[src/rtl/nand_cyc_pkg.sv]
package nand_cyc_pkg;

  localparam int CNT_W = 6;

  typedef struct packed {
    logic       strobe_mode;
    logic       ext_wait;
    logic [3:0] w_setup;
    logic [5:0] w_strobe;
    logic [2:0] w_hold;
    logic [3:0] r_setup;
    logic [5:0] r_strobe;
    logic [2:0] r_hold;
    logic [1:0] turn;
    logic [1:0] bus_size;
  } cfg_t;

  typedef enum logic [2:0] {
    PH_IDLE,
    PH_TURN,
    PH_SETUP,
    PH_STROBE,
    PH_HOLD
  } phase_t;

  function automatic logic [CNT_W-1:0] setup_len(cfg_t c, logic we);
    return we ? CNT_W'(c.w_setup) : CNT_W'(c.r_setup);
  endfunction

  function automatic logic [CNT_W-1:0] strobe_len(cfg_t c, logic we);
    return we ? CNT_W'(c.w_strobe) : CNT_W'(c.r_strobe);
  endfunction

  function automatic logic [CNT_W-1:0] hold_len(cfg_t c, logic we);
    return we ? CNT_W'(c.w_hold) : CNT_W'(c.r_hold);
  endfunction

endpackage

[src/rtl/nand_cfg_regs.sv]
module nand_cfg_regs
  import nand_cyc_pkg::*;
#(
  parameter logic [31:0] CFG_RESET   = 32'h3FFF_FFFC,
  parameter int          SYNC_STAGES = 2
) (
  input  logic        clk,
  input  logic        rst,
  input  logic        cfg_we,
  input  logic [31:0] cfg_wdata,
  output cfg_t        cfg,
  input  logic        rdy_pin,
  output logic        rdy_sync
);

  logic [SYNC_STAGES-1:0] sync_q;
  logic [31:0]            cfg_q;

  always_ff @(posedge clk) begin
    if (rst) begin
      cfg_q <= CFG_RESET;
    end else if (cfg_we) begin
      cfg_q <= cfg_wdata;
    end
  end

  generate
    if (SYNC_STAGES == 1) begin : g_one
      always_ff @(posedge clk) begin
        if (rst) sync_q <= '0;
        else     sync_q <= rdy_pin;
      end
    end else begin : g_many
      always_ff @(posedge clk) begin
        if (rst) sync_q <= '0;
        else     sync_q <= {sync_q[SYNC_STAGES-2:0], rdy_pin};
      end
    end
  endgenerate

  assign cfg      = cfg_t'(cfg_q);
  assign rdy_sync = sync_q[SYNC_STAGES-1];

endmodule

[src/rtl/nand_addr_decode.sv]
module nand_addr_decode #(
  parameter int ADDR_W  = 16,
  parameter int ALE_BIT = 3,
  parameter int CLE_BIT = 4,
  parameter int CS2_BIT = 12
) (
  input  logic [ADDR_W-1:0] addr,
  output logic              ale,
  output logic              cle,
  output logic              cs_sel
);

  // command latch wins when both control bits are set
  always_comb begin
    cle    = addr[CLE_BIT];
    ale    = addr[ALE_BIT] & ~addr[CLE_BIT];
    cs_sel = addr[CS2_BIT];
  end

endmodule

[src/rtl/nand_cycle_fsm.sv]
module nand_cycle_fsm
  import nand_cyc_pkg::*;
#(
  parameter int HOST_W = 32,
  parameter int DEV_W  = 8,
  parameter int NCS    = 2
) (
  input  logic              clk,
  input  logic              rst,
  input  logic              start,
  input  logic              start_we,
  input  logic              start_wide,
  input  logic              start_ale,
  input  logic              start_cle,
  input  logic              start_cs,
  input  logic [HOST_W-1:0] start_wdata,
  input  cfg_t              cfg,
  input  logic [DEV_W-1:0]  din,
  output logic [HOST_W-1:0] rword,
  output logic              busy,
  output logic [NCS-1:0]    cs_n,
  output logic              ale,
  output logic              cle,
  output logic              we_n,
  output logic              re_n,
  output logic              oe,
  output logic [DEV_W-1:0]  dout
);

  localparam int BYTES = HOST_W / DEV_W;
  localparam int IDX_W = (BYTES > 1) ? $clog2(BYTES) : 1;

  phase_t            ph_q, ph_d;
  logic [CNT_W-1:0]  cnt_q, cnt_d;
  logic [IDX_W-1:0]  idx_q, idx_d, last_q, last_d;
  logic              we_q, ale_q, cle_q, cs_q;
  logic [HOST_W-1:0] wd_q, rbuf_q;
  logic              dir_valid_q, dir_q;
  logic              cap;
  logic              n_we, n_ale, n_cle, n_cs, act;
  logic [HOST_W-1:0] n_wd;

  always_comb begin
    n_we  = (ph_q == PH_IDLE) ? start_we    : we_q;
    n_ale = (ph_q == PH_IDLE) ? start_ale   : ale_q;
    n_cle = (ph_q == PH_IDLE) ? start_cle   : cle_q;
    n_cs  = (ph_q == PH_IDLE) ? start_cs    : cs_q;
    n_wd  = (ph_q == PH_IDLE) ? start_wdata : wd_q;

    ph_d   = ph_q;
    cnt_d  = cnt_q;
    idx_d  = idx_q;
    last_d = last_q;
    cap    = 1'b0;

    unique case (ph_q)
      PH_IDLE: begin
        if (start) begin
          idx_d  = '0;
          last_d = start_wide ? IDX_W'(BYTES - 1) : '0;
          if (dir_valid_q && (dir_q != start_we)) begin
            ph_d  = PH_TURN;
            cnt_d = CNT_W'(cfg.turn);
          end else begin
            ph_d  = PH_SETUP;
            cnt_d = setup_len(cfg, start_we);
          end
        end
      end
      PH_TURN: begin
        if (cnt_q == '0) begin
          ph_d  = PH_SETUP;
          cnt_d = setup_len(cfg, we_q);
        end else begin
          cnt_d = cnt_q - 1'b1;
        end
      end
      PH_SETUP: begin
        if (cnt_q == '0) begin
          ph_d  = PH_STROBE;
          cnt_d = strobe_len(cfg, we_q);
        end else begin
          cnt_d = cnt_q - 1'b1;
        end
      end
      PH_STROBE: begin
        if (cnt_q == '0) begin
          cap   = 1'b1;
          ph_d  = PH_HOLD;
          cnt_d = hold_len(cfg, we_q);
        end else begin
          cnt_d = cnt_q - 1'b1;
        end
      end
      PH_HOLD: begin
        if (cnt_q == '0) begin
          if (idx_q == last_q) begin
            ph_d = PH_IDLE;
          end else begin
            ph_d  = PH_SETUP;
            idx_d = idx_q + 1'b1;
            cnt_d = setup_len(cfg, we_q);
          end
        end else begin
          cnt_d = cnt_q - 1'b1;
        end
      end
      default: ph_d = PH_IDLE;
    endcase

    act = (ph_d == PH_SETUP) || (ph_d == PH_STROBE) || (ph_d == PH_HOLD);
  end

  always_ff @(posedge clk) begin
    if (rst) begin
      ph_q        <= PH_IDLE;
      cnt_q       <= '0;
      idx_q       <= '0;
      last_q      <= '0;
      we_q        <= 1'b0;
      ale_q       <= 1'b0;
      cle_q       <= 1'b0;
      cs_q        <= 1'b0;
      wd_q        <= '0;
      rbuf_q      <= '0;
      dir_valid_q <= 1'b0;
      dir_q       <= 1'b0;
      cs_n        <= '1;
      ale         <= 1'b0;
      cle         <= 1'b0;
      we_n        <= 1'b1;
      re_n        <= 1'b1;
      oe          <= 1'b0;
      dout        <= '0;
      busy        <= 1'b0;
    end else begin
      ph_q   <= ph_d;
      cnt_q  <= cnt_d;
      idx_q  <= idx_d;
      last_q <= last_d;
      if (ph_q == PH_IDLE && start) begin
        we_q        <= start_we;
        ale_q       <= start_ale;
        cle_q       <= start_cle;
        cs_q        <= start_cs;
        wd_q        <= start_wdata;
        dir_valid_q <= 1'b1;
        dir_q       <= start_we;
        if (!start_we) rbuf_q <= '0;
      end
      if (cap && !we_q) begin
        rbuf_q[idx_q*DEV_W +: DEV_W] <= din;
      end
      cs_n <= act ? ~(NCS'(1) << n_cs) : '1;
      ale  <= act & n_ale;
      cle  <= act & n_cle;
      we_n <= ~((ph_d == PH_STROBE) & n_we);
      re_n <= ~((ph_d == PH_STROBE) & ~n_we);
      oe   <= act & n_we;
      dout <= n_wd[idx_d*DEV_W +: DEV_W];
      busy <= (ph_d != PH_IDLE);
    end
  end

  assign rword = rbuf_q;

endmodule

[src/rtl/nand_cycle_ctrl.sv]
module nand_cycle_ctrl
  import nand_cyc_pkg::*;
#(
  parameter int          ADDR_W    = 16,
  parameter int          HOST_W    = 32,
  parameter int          DEV_W     = 8,
  parameter int          ALE_BIT   = 3,
  parameter int          CLE_BIT   = 4,
  parameter int          CS2_BIT   = 12,
  parameter int          REG_BIT   = 2,
  parameter int          SYNC_STGS = 2,
  parameter logic [31:0] CFG_RESET = 32'h3FFF_FFFC
) (
  input  logic              clk,
  input  logic              rst,
  input  logic              host_req,
  input  logic              host_we,
  input  logic              host_wide,
  input  logic              host_reg_sel,
  input  logic [ADDR_W-1:0] host_addr,
  input  logic [HOST_W-1:0] host_wdata,
  output logic [HOST_W-1:0] host_rdata,
  output logic              host_wait,
  output logic [1:0]        nand_cs_n,
  output logic              nand_ale,
  output logic              nand_cle,
  output logic              nand_we_n,
  output logic              nand_re_n,
  output logic [DEV_W-1:0]  nand_dout,
  output logic              nand_oe,
  input  logic [DEV_W-1:0]  nand_din,
  input  logic              nand_rdy
);

  localparam int NCS = 2;

  cfg_t              cfg;
  logic              rdy_sync;
  logic              accept, dev_start, cfg_wr;
  logic              dec_ale, dec_cle, dec_cs;
  logic [HOST_W-1:0] fsm_rword, reg_rd_q;
  logic              rsel_q;

  assign accept    = host_req & ~host_wait;
  assign dev_start = accept & ~host_reg_sel;
  assign cfg_wr    = accept & host_reg_sel & host_we & ~host_addr[REG_BIT];

  nand_cfg_regs #(
    .CFG_RESET  (CFG_RESET),
    .SYNC_STAGES(SYNC_STGS)
  ) i_regs (
    .clk      (clk),
    .rst      (rst),
    .cfg_we   (cfg_wr),
    .cfg_wdata(host_wdata[31:0]),
    .cfg      (cfg),
    .rdy_pin  (nand_rdy),
    .rdy_sync (rdy_sync)
  );

  nand_addr_decode #(
    .ADDR_W (ADDR_W),
    .ALE_BIT(ALE_BIT),
    .CLE_BIT(CLE_BIT),
    .CS2_BIT(CS2_BIT)
  ) i_dec (
    .addr  (host_addr),
    .ale   (dec_ale),
    .cle   (dec_cle),
    .cs_sel(dec_cs)
  );

  nand_cycle_fsm #(
    .HOST_W(HOST_W),
    .DEV_W (DEV_W),
    .NCS   (NCS)
  ) i_fsm (
    .clk        (clk),
    .rst        (rst),
    .start      (dev_start),
    .start_we   (host_we),
    .start_wide (host_wide),
    .start_ale  (dec_ale),
    .start_cle  (dec_cle),
    .start_cs   (dec_cs),
    .start_wdata(host_wdata),
    .cfg        (cfg),
    .din        (nand_din),
    .rword      (fsm_rword),
    .busy       (host_wait),
    .cs_n       (nand_cs_n),
    .ale        (nand_ale),
    .cle        (nand_cle),
    .we_n       (nand_we_n),
    .re_n       (nand_re_n),
    .oe         (nand_oe),
    .dout       (nand_dout)
  );

  always_ff @(posedge clk) begin
    if (rst) begin
      reg_rd_q <= '0;
      rsel_q   <= 1'b0;
    end else if (accept) begin
      rsel_q <= host_reg_sel;
      if (host_reg_sel && !host_we) begin
        reg_rd_q <= host_addr[REG_BIT] ? HOST_W'(rdy_sync) : HOST_W'(cfg);
      end
    end
  end

  assign host_rdata = rsel_q ? reg_rd_q : fsm_rword;

endmodule

[config.mk]
export PLATFORM = sky130hd
export DESIGN_NAME = nand_cycle_ctrl
export DESIGN_NICKNAME = d
export VERILOG_FILES = /design/src/rtl/nand_cyc_pkg.sv /design/src/rtl/nand_cfg_regs.sv /design/src/rtl/nand_addr_decode.sv /design/src/rtl/nand_cycle_fsm.sv /design/src/rtl/nand_cycle_ctrl.sv
export SDC_FILE = /design/constraint.sdc
export NUM_CORES = 1
export LEC_CHECK = 0
export BUFFER_PORTS_ARGS = -buffer_cell sky130_fd_sc_hd__buf_2
export CAP_MARGIN = 15
export CORE_MARGIN = 4
export CORE_UTILIZATION = 43
export DETAILED_ROUTE_END_ITERATION = 6
export PLACE_DENSITY = 0.7
export REMOVE_ABC_BUFFERS = 1
export SETUP_SLACK_MARGIN = 0.4
export SLEW_MARGIN = 20
export SYNTH_ARGS = -nofsm -noshare
export SYNTH_HDL_FRONTEND = slang
export SYNTH_HIERARCHICAL = 1
export SYNTH_SLANG_ARGS = --single-unit
[constraint.sdc]
create_clock -name clk -period 6.34 [get_ports clk]
set_input_delay 0.951 -clock clk [delete_from_list [all_inputs] [get_ports clk]]
set_output_delay 0.951 -clock clk [all_outputs]
set_load 0.03 [all_outputs]
# After elaboration in Yosys (flattened, before gate mapping)
# Cells that the tools add are included.
[totals]
register_bits = 165
out_inout_bits = 48
elab_cells = 116
input_bits = 63
[op_classes]
n_bitwise = 20
n_mux = 39
n_reduce_logical = 16
add_sub_neg = 3
n_shift = 4
n_eq_ne = 11
[op_table]
columns = ["operator", "n"]
rows = [
  ["32-bit 2-to-1 mux", 7],
  ["6-bit 2-to-1 mux", 8],
  ["5-bit negator with 34-bit output", 1],
  ["8-bit by 34-bit variable shift with 32-bit output (first input constant)", 1],
  ["8-bit by 34-bit variable part select with 32-bit output", 1],
  ["32-bit bitwise mux", 1],
  ["32-bit by 6-bit variable part select with 8-bit output", 1],
  ["6-bit one-hot mux with 5 select lines", 1],
  ["3-bit 2-to-1 mux", 6],
  ["3-bit one-hot mux with 5 select lines", 1],
  ["3-bit by 2-bit == test with 1-bit output (second input constant)", 4],
  ["2-bit 2-to-1 mux", 6],
  ["1-bit AND", 11],
  ["4-bit 2-to-1 mux", 2],
  ["1-bit inverter", 8],
  ["3-bit == test (second input constant)", 2],
  ["6-bit logical NOT", 1],
  ["1-bit 2-to-1 mux", 6],
  ["6-bit by 1-bit subtractor with 6-bit output (second input constant)", 1],
  ["5-bit nonzero test", 1],
  ["1-bit logical AND", 4],
  ["2-bit one-hot mux with 2 select lines", 1],
  ["2-bit AND reduction", 2],
  ["3-bit by 1-bit == test with 1-bit output (second input constant)", 1],
  ["other kinds (13)", 15],
]

# Longest topological paths before layout
[depth]
depth_word = 10
mapped_depth = 10
mapped_depth_nobuf = 8

# Modules after synthesis
# Netlist, hierarchy kept.
[by_module_without_submodules]
columns = ["mod", "cells_each", "area_per_inst_um2", "seq_area_each_um2", "instances"]
rows = [
  ["nand_cycle_fsm", 567, 4800.9, 1941.9, 1],
  ["nand_cycle_ctrl", 187, 1731.7, 660.6, 1],
  ["nand_cfg_regs", 110, 1236.2, 680.7, 1],
  ["nand_addr_decode", 3, 28.8, 0.0, 1],
]

# Least setup slack after synthesis
# OpenSTA, ideal clock, no wires.
[synth_path]
path_type = "input to register"
start = "in host_we"
end = "reg i_fsm.cs_n[1]"
cell_stages = 6
path_slack_ps = 3947
n_path_buf = 0
setup_ps = 123
t_arrival_ps = 2269
required_time_ps = 6217
cell_sequence = "xor2_1 -> a211o_1 -> a21oi_1 -> nor2_1 -> o21a_1 -> or2_2"
[synth_via]
elab_chain_len = 10
word_cells_on_any_way = 12
classes_between = "eq/ne: 4; mux: 3; bitwise: 1; reduce/logical: 4"
[synth_rtl]
columns = ["item", "line_no", "text"]
rows = [
  ["start, declared", "nand_cycle_ctrl.sv:17", "input logic host_we,"],
  ["1-bit inequality test *", "nand_cycle_fsm.sv:61", "if (dir_valid_q && (dir_q != start_we)) begin"],
  ["1-bit logical AND *", "nand_cycle_fsm.sv:61", ""],
  ["2-bit 2-to-1 mux *", "nand_cycle_fsm.sv:61", ""],
  ["3-bit 2-to-1 mux *", "nand_cycle_fsm.sv:58", "if (start) begin"],
  ["3-bit one-hot mux with 5 select lines *", "nand_cycle_fsm.sv:56", "unique case (ph_q)"],
  ["3-bit by 2-bit == test with 1-bit output", "nand_cycle_fsm.sv:111", "act = (ph_d == PH_SETUP) || (ph_d == PH_STROBE) || (ph_d == PH_HOLD);"],
  ["1-bit logical OR", "nand_cycle_fsm.sv:111", ""],
  ["1-bit logical OR *", "nand_cycle_fsm.sv:111", ""],
  ["1-bit inverter (no line) *", "-", ""],
  ["2-bit OR reduction (no line) *", "-", ""],
  ["end signal, assigned", "nand_cycle_fsm.sv:154", "cs_n <= act ? ~(NCS'(1) << n_cs) : '1;"],
  ["end, declared", "nand_cycle_fsm.sv:21", "output logic [NCS-1:0] cs_n,"],
]
# Mark *: on every way between the ends. The rest lies on a longest branch, timed or not.
# A chain may end at the register's enable or synchronous reset.

# Final worst setup path
[layout_path]
start = "reg i_fsm.cnt_q[0]"
end = "reg i_fsm.dout[3]"
[layout_via]
elab_chain_len = 4
[layout_rtl]
columns = ["item", "line_no", "text"]
rows = [
  ["start, declared", "nand_cycle_fsm.sv:34", "logic [CNT_W-1:0] cnt_q, cnt_d;"],
  ["start signal, assigned", "nand_cycle_fsm.sv:138", "cnt_q <= cnt_d;"],
  ["6-bit logical NOT", "nand_cycle_fsm.sv:96", "if (cnt_q == '0) begin"],
  ["2-bit 2-to-1 mux", "nand_cycle_fsm.sv:96", ""],
  ["2-bit one-hot mux with 2 select lines", "nand_cycle_fsm.sv:56", ""],
  ["32-bit by 6-bit variable part select with 8-bit output", "nand_cycle_fsm.sv:160", "dout <= n_wd[idx_d*DEV_W +: DEV_W];"],
  ["end signal, assigned", "nand_cycle_fsm.sv:160", ""],
  ["end, declared", "nand_cycle_fsm.sv:27", "output logic [DEV_W-1:0] dout"],
]
# Every way passes these cells.

==> metrics.md <==
| Metric | Value |
|---|---|
| Chip Height | `143 µm` |
| Yosys cell types | `just over 60` |
| Leak pwr | `3.60 nW` |
| DRC violation count after routing | `0` |
| ANT cells | `0` |
| Register area share after synthesis | `between 40% and 50%` |
| DP HPWL | `14500 µm` |
| Post-synth top area cell | `dfxtp_1` |
| Top Ports | `111` |
| Highest Signal Layer | `met4` |
| Power Dens Cells | `324 nW/µm²` |
| Status | `complete, no violations` |
| Worst hold endpoint | `reg_rd_q[7]$_SDFFE_PP0P_` |
| First-pass GRT wire length | `33500 µm` |
| Most numerous cell in the Yosys netlist | `dfxtp_1` |
| Ys async rst share | `0%` |
| Unrepaired setup endpoints after global routing | `no` |
| Gpl congestion | `about 0.86` |
| H-tree Lvls | `4` |
| VDD IR max | `between 0.15 and 0.2 mV` |
| Hold Vio Cnt, Final | `0` |
| Detailed Route WL | `roughly 21000 µm` |
| Reg2reg path depth | `8` |
| Fin crit share | `a little over half` |
| Hold_sp | `reg_rd_q[7]$_SDFFE_PP0P_` |
| Worst EP arrival | `approximately 3.7 ns` |
| Ranking of synthesized cells by area | `dfxtp_1 42%, mux2i_1 8.7%, nand2_1 6.1%` |
| Startpoint Class | `flop` |
| Die Wd | `143 µm` |
| Slew HR | `35.0%` |
| RR Startpoint | `i_fsm/cnt_q[0]$_SDFFE_PP0P_` |
| Total gr overflow | `0` |
| Per-cell routed wire length | `around 18 µm` |
| CP Max Fanout | `8` |
| DR vias/cell | `between 5 and 6` |
| Root buf cell | `clkbuf_16` |
| Post-cts resize count | `0` |
| Worst Setup End Kind | `flop` |
| CTS Buf Count | `17` |
| Max cap viols | `0` |
| Synth Register Bits | `~160` |
| Synth warnings | `6` |
| Min cycle time layout | `around 3.3 ns` |
| Post-synth EDFFs | `0` |
| Final nets | `~1000` |
| Core footprint | `17500 µm²` |
| Wl on met1 | `10100 µm` |
| Total track usage | `roughly a fifth` |
| WL met3 | `between 1000 and 1500 µm` |
| Crit Reg-Reg Endpoint | `i_fsm/dout[3]$_SDFF_PP0_` |
| Rows | `48` |
| Cells after Synth | `between 800 and 900` |
| Worst skew pair latency | `roughly 0.43 ns` |
| Worst Path Buf+Inv | `1` |
| Antenna Nets Post-Route | `0` |
| Worst setup margin | `3.04 ns` |
| Clock Path Buffers | `2` |
| Setup tns final | `0 ns` |
| Critical Path RT | `between 6 and 7 ns` |
| CTS Sinks | `between 150 and 200` |
| Die area | `just over 20000 µm²` |
| Worst reg2reg setup slack | `~3.0 ns` |
| Initial antenna violation count | `0` |
| Hold path cells | `2` |
| CP max stage delay | `between 0.8 and 0.9 ns` |
| Largest net degree at the start of global routing | `69` |
| CTS tree | `built` |
| Met2 wire length | `9530 µm` |
| Fin. max-slew vios | `0` |
| Share of cells above drive strength 1 | `20.5%` |
| Mapped cell area | `7800 µm²` |
| List of most frequent post-synthesis cells | `164 x dfxtp_1, 127 x nand2_1, 78 x a21oi_1` |
| Area growth syn-to-layout | `13.7%` |
| Buffers added on ports | `98` |
| Skew final | `0.0107 ns` |
| Worst Hold Class | `flop to flop` |
| Post-synth top area share | `a little over two fifths` |
| Worst-margin pin slew | `between 0.9 and 1 ns` |
| Critical Path, Cell by Cell | `inv_1 -> ha_1 -> nor4b_1 -> nand4_1 -> nor3b_1 -> a221oi_1 -> nor2b_1 -> a22o_1` |
| Delay-heaviest family, CP | `simple AND/OR/NAND/NOR gates` |
| Synth Area per Inst | `roughly 9 µm²` |
| Reg clk slew, reported paths | `~0.060 ns` |
| TritonRoute pass-1 iters | `7` |
| Final setup vio count | `0` |
| Worst Setup Path Type | `flop to flop` |
| Main synth FF type | `dfxtp_1` |
| DR vias | `between 6000 and 7000` |
| # hold bufs at CTS | `0` |
| Fillers | `1682` |
| Worst slack, placed | `between 2 and 3 ns` |
| Post-CTS Setup Bufs | `0` |
| Number of global-route vias before repair | `a little over 6000` |
| Initial Util | `between 40% and 50%` |
| Fmax | `0.303 GHz` |
| DRC marker count from the first detailed-route iteration | `roughly 510` |
| Worst path slowest cell | `nor2b_1` |
-- per-stage QoR --
stage	cells	power [W]	cell area (µm²)	hold WS (ns)	util [%]
6_report	1167	0.00287	8870	0.447	50.6
5_1_grt	1167	0.00302	8870	0.459	50.6
4_1_cts	1167	0.00288	8860	0.448	50.5
3_5_place_dp	1135	0.00192	8310	0.441	47.4
3_3_place_gp	1135	0.00192	8310	0.421	47.4
2_1_floorplan	800	0.00171	7420	0.414	-
-- area by class of cell --
class / instances / area (µm²) / share of cell area (%)
inverter: 10 / 37.5 / 0.423
timing repair buffer: 110 / 583 / 6.58
clock inverter: 13 / 109 / 1.23
tap: 225 / 282 / 3.18
sequential: 164 / 3280 / 37.0
multi-input combinational: 626 / 4130 / 46.6
clock buffer: 19 / 443 / 5.00
-- worst min-delay path: cells and delay by family (launching register included) --
kind	cells	cell delay, ns
DFF	1	0.31
and+or+nand+nor	1	0.05
AOI/OAI and AO/OA	1	0.05
-- worst max-delay path by stage --
stage                                 from                          to  slack, ns  depth (start not counted)
2_1_floorplan                     host_req   i_fsm/rword[0]$_SDFF_PP0_       0.66                          6
3_3_place_gp                      host_req  i_fsm/rword[18]$_SDFF_PP0_       2.79                          7
3_5_place_dp                      host_req  i_fsm/rword[21]$_SDFF_PP0_       2.79                          7
4_1_cts        i_fsm/cnt_q[0]$_SDFFE_PP0P_    i_fsm/dout[3]$_SDFF_PP0_       3.05                          8
5_1_grt        i_fsm/cnt_q[0]$_SDFFE_PP0P_    i_fsm/dout[3]$_SDFF_PP0_       2.74                          8
6_report       i_fsm/cnt_q[0]$_SDFFE_PP0P_    i_fsm/dout[3]$_SDFF_PP0_       3.04                          8
-- cells in the final DEF (no fill, tap or decap), drive strengths merged, types with 11 or more instances in the layout --
cell type  netlist  final
dfxtp          164    164
o21ai           16     16
a31oi           22     22
mux2            34     34
inv             10     11
nand3b          33     33
nand2          127    127
buf             35    110
and3            17     17
a211o           29     29
a21oi           78     78
nand3           11     11
mux2i           68     68
clkbuf          32     19
nor2b           38     38
nor2            60     60
-- cells by family after synthesis --
family / count (synthesis) / share of synthesized area, %
AND/OR/NAND/NOR: 322 / 21.2
multiplexers: 103 / 13.9
adder cells (fa/ha/maj): 7 / 1.09
XOR/XNOR: 5 / 0.562
AO/OA/AOI/OAI: 189 / 15.8
flip-flops: 164 / 42.1
buffers and inverters: 77 / 5.26
-- metal layers --
layer / vias to the layer above / GRT usage (%)
li1: 3187 / -
met1: 3070 / 30.6
met2: 247 / 31.5
met3: 21 / 4.35
met4: 0 / 6.40
met5: - / 0
-- flip-flops by register name, summed over array words and instances, names as in the netlist, 2 cells and up --
name and flops:
i_fsm/cnt_q 6, i_fsm/rword 32, i_fsm/idx_q 2, i_regs/cfg 32, i_fsm/wd_q 32, i_fsm/cs_n 2, i_regs/sync_q 2, i_fsm/dout 8
i_fsm/ph_q 3, reg_rd_q 32
-- report_power, final --
part	internal, W	switching [W]	total (W)
clock network	0.000548	0.000423	0.000971
logic	0.000278	0.000445	0.000723
registers	0.00111	0.0000715	0.00118
total	0.00193	0.000939	0.00287
Power figures use the tool's default switching activity.
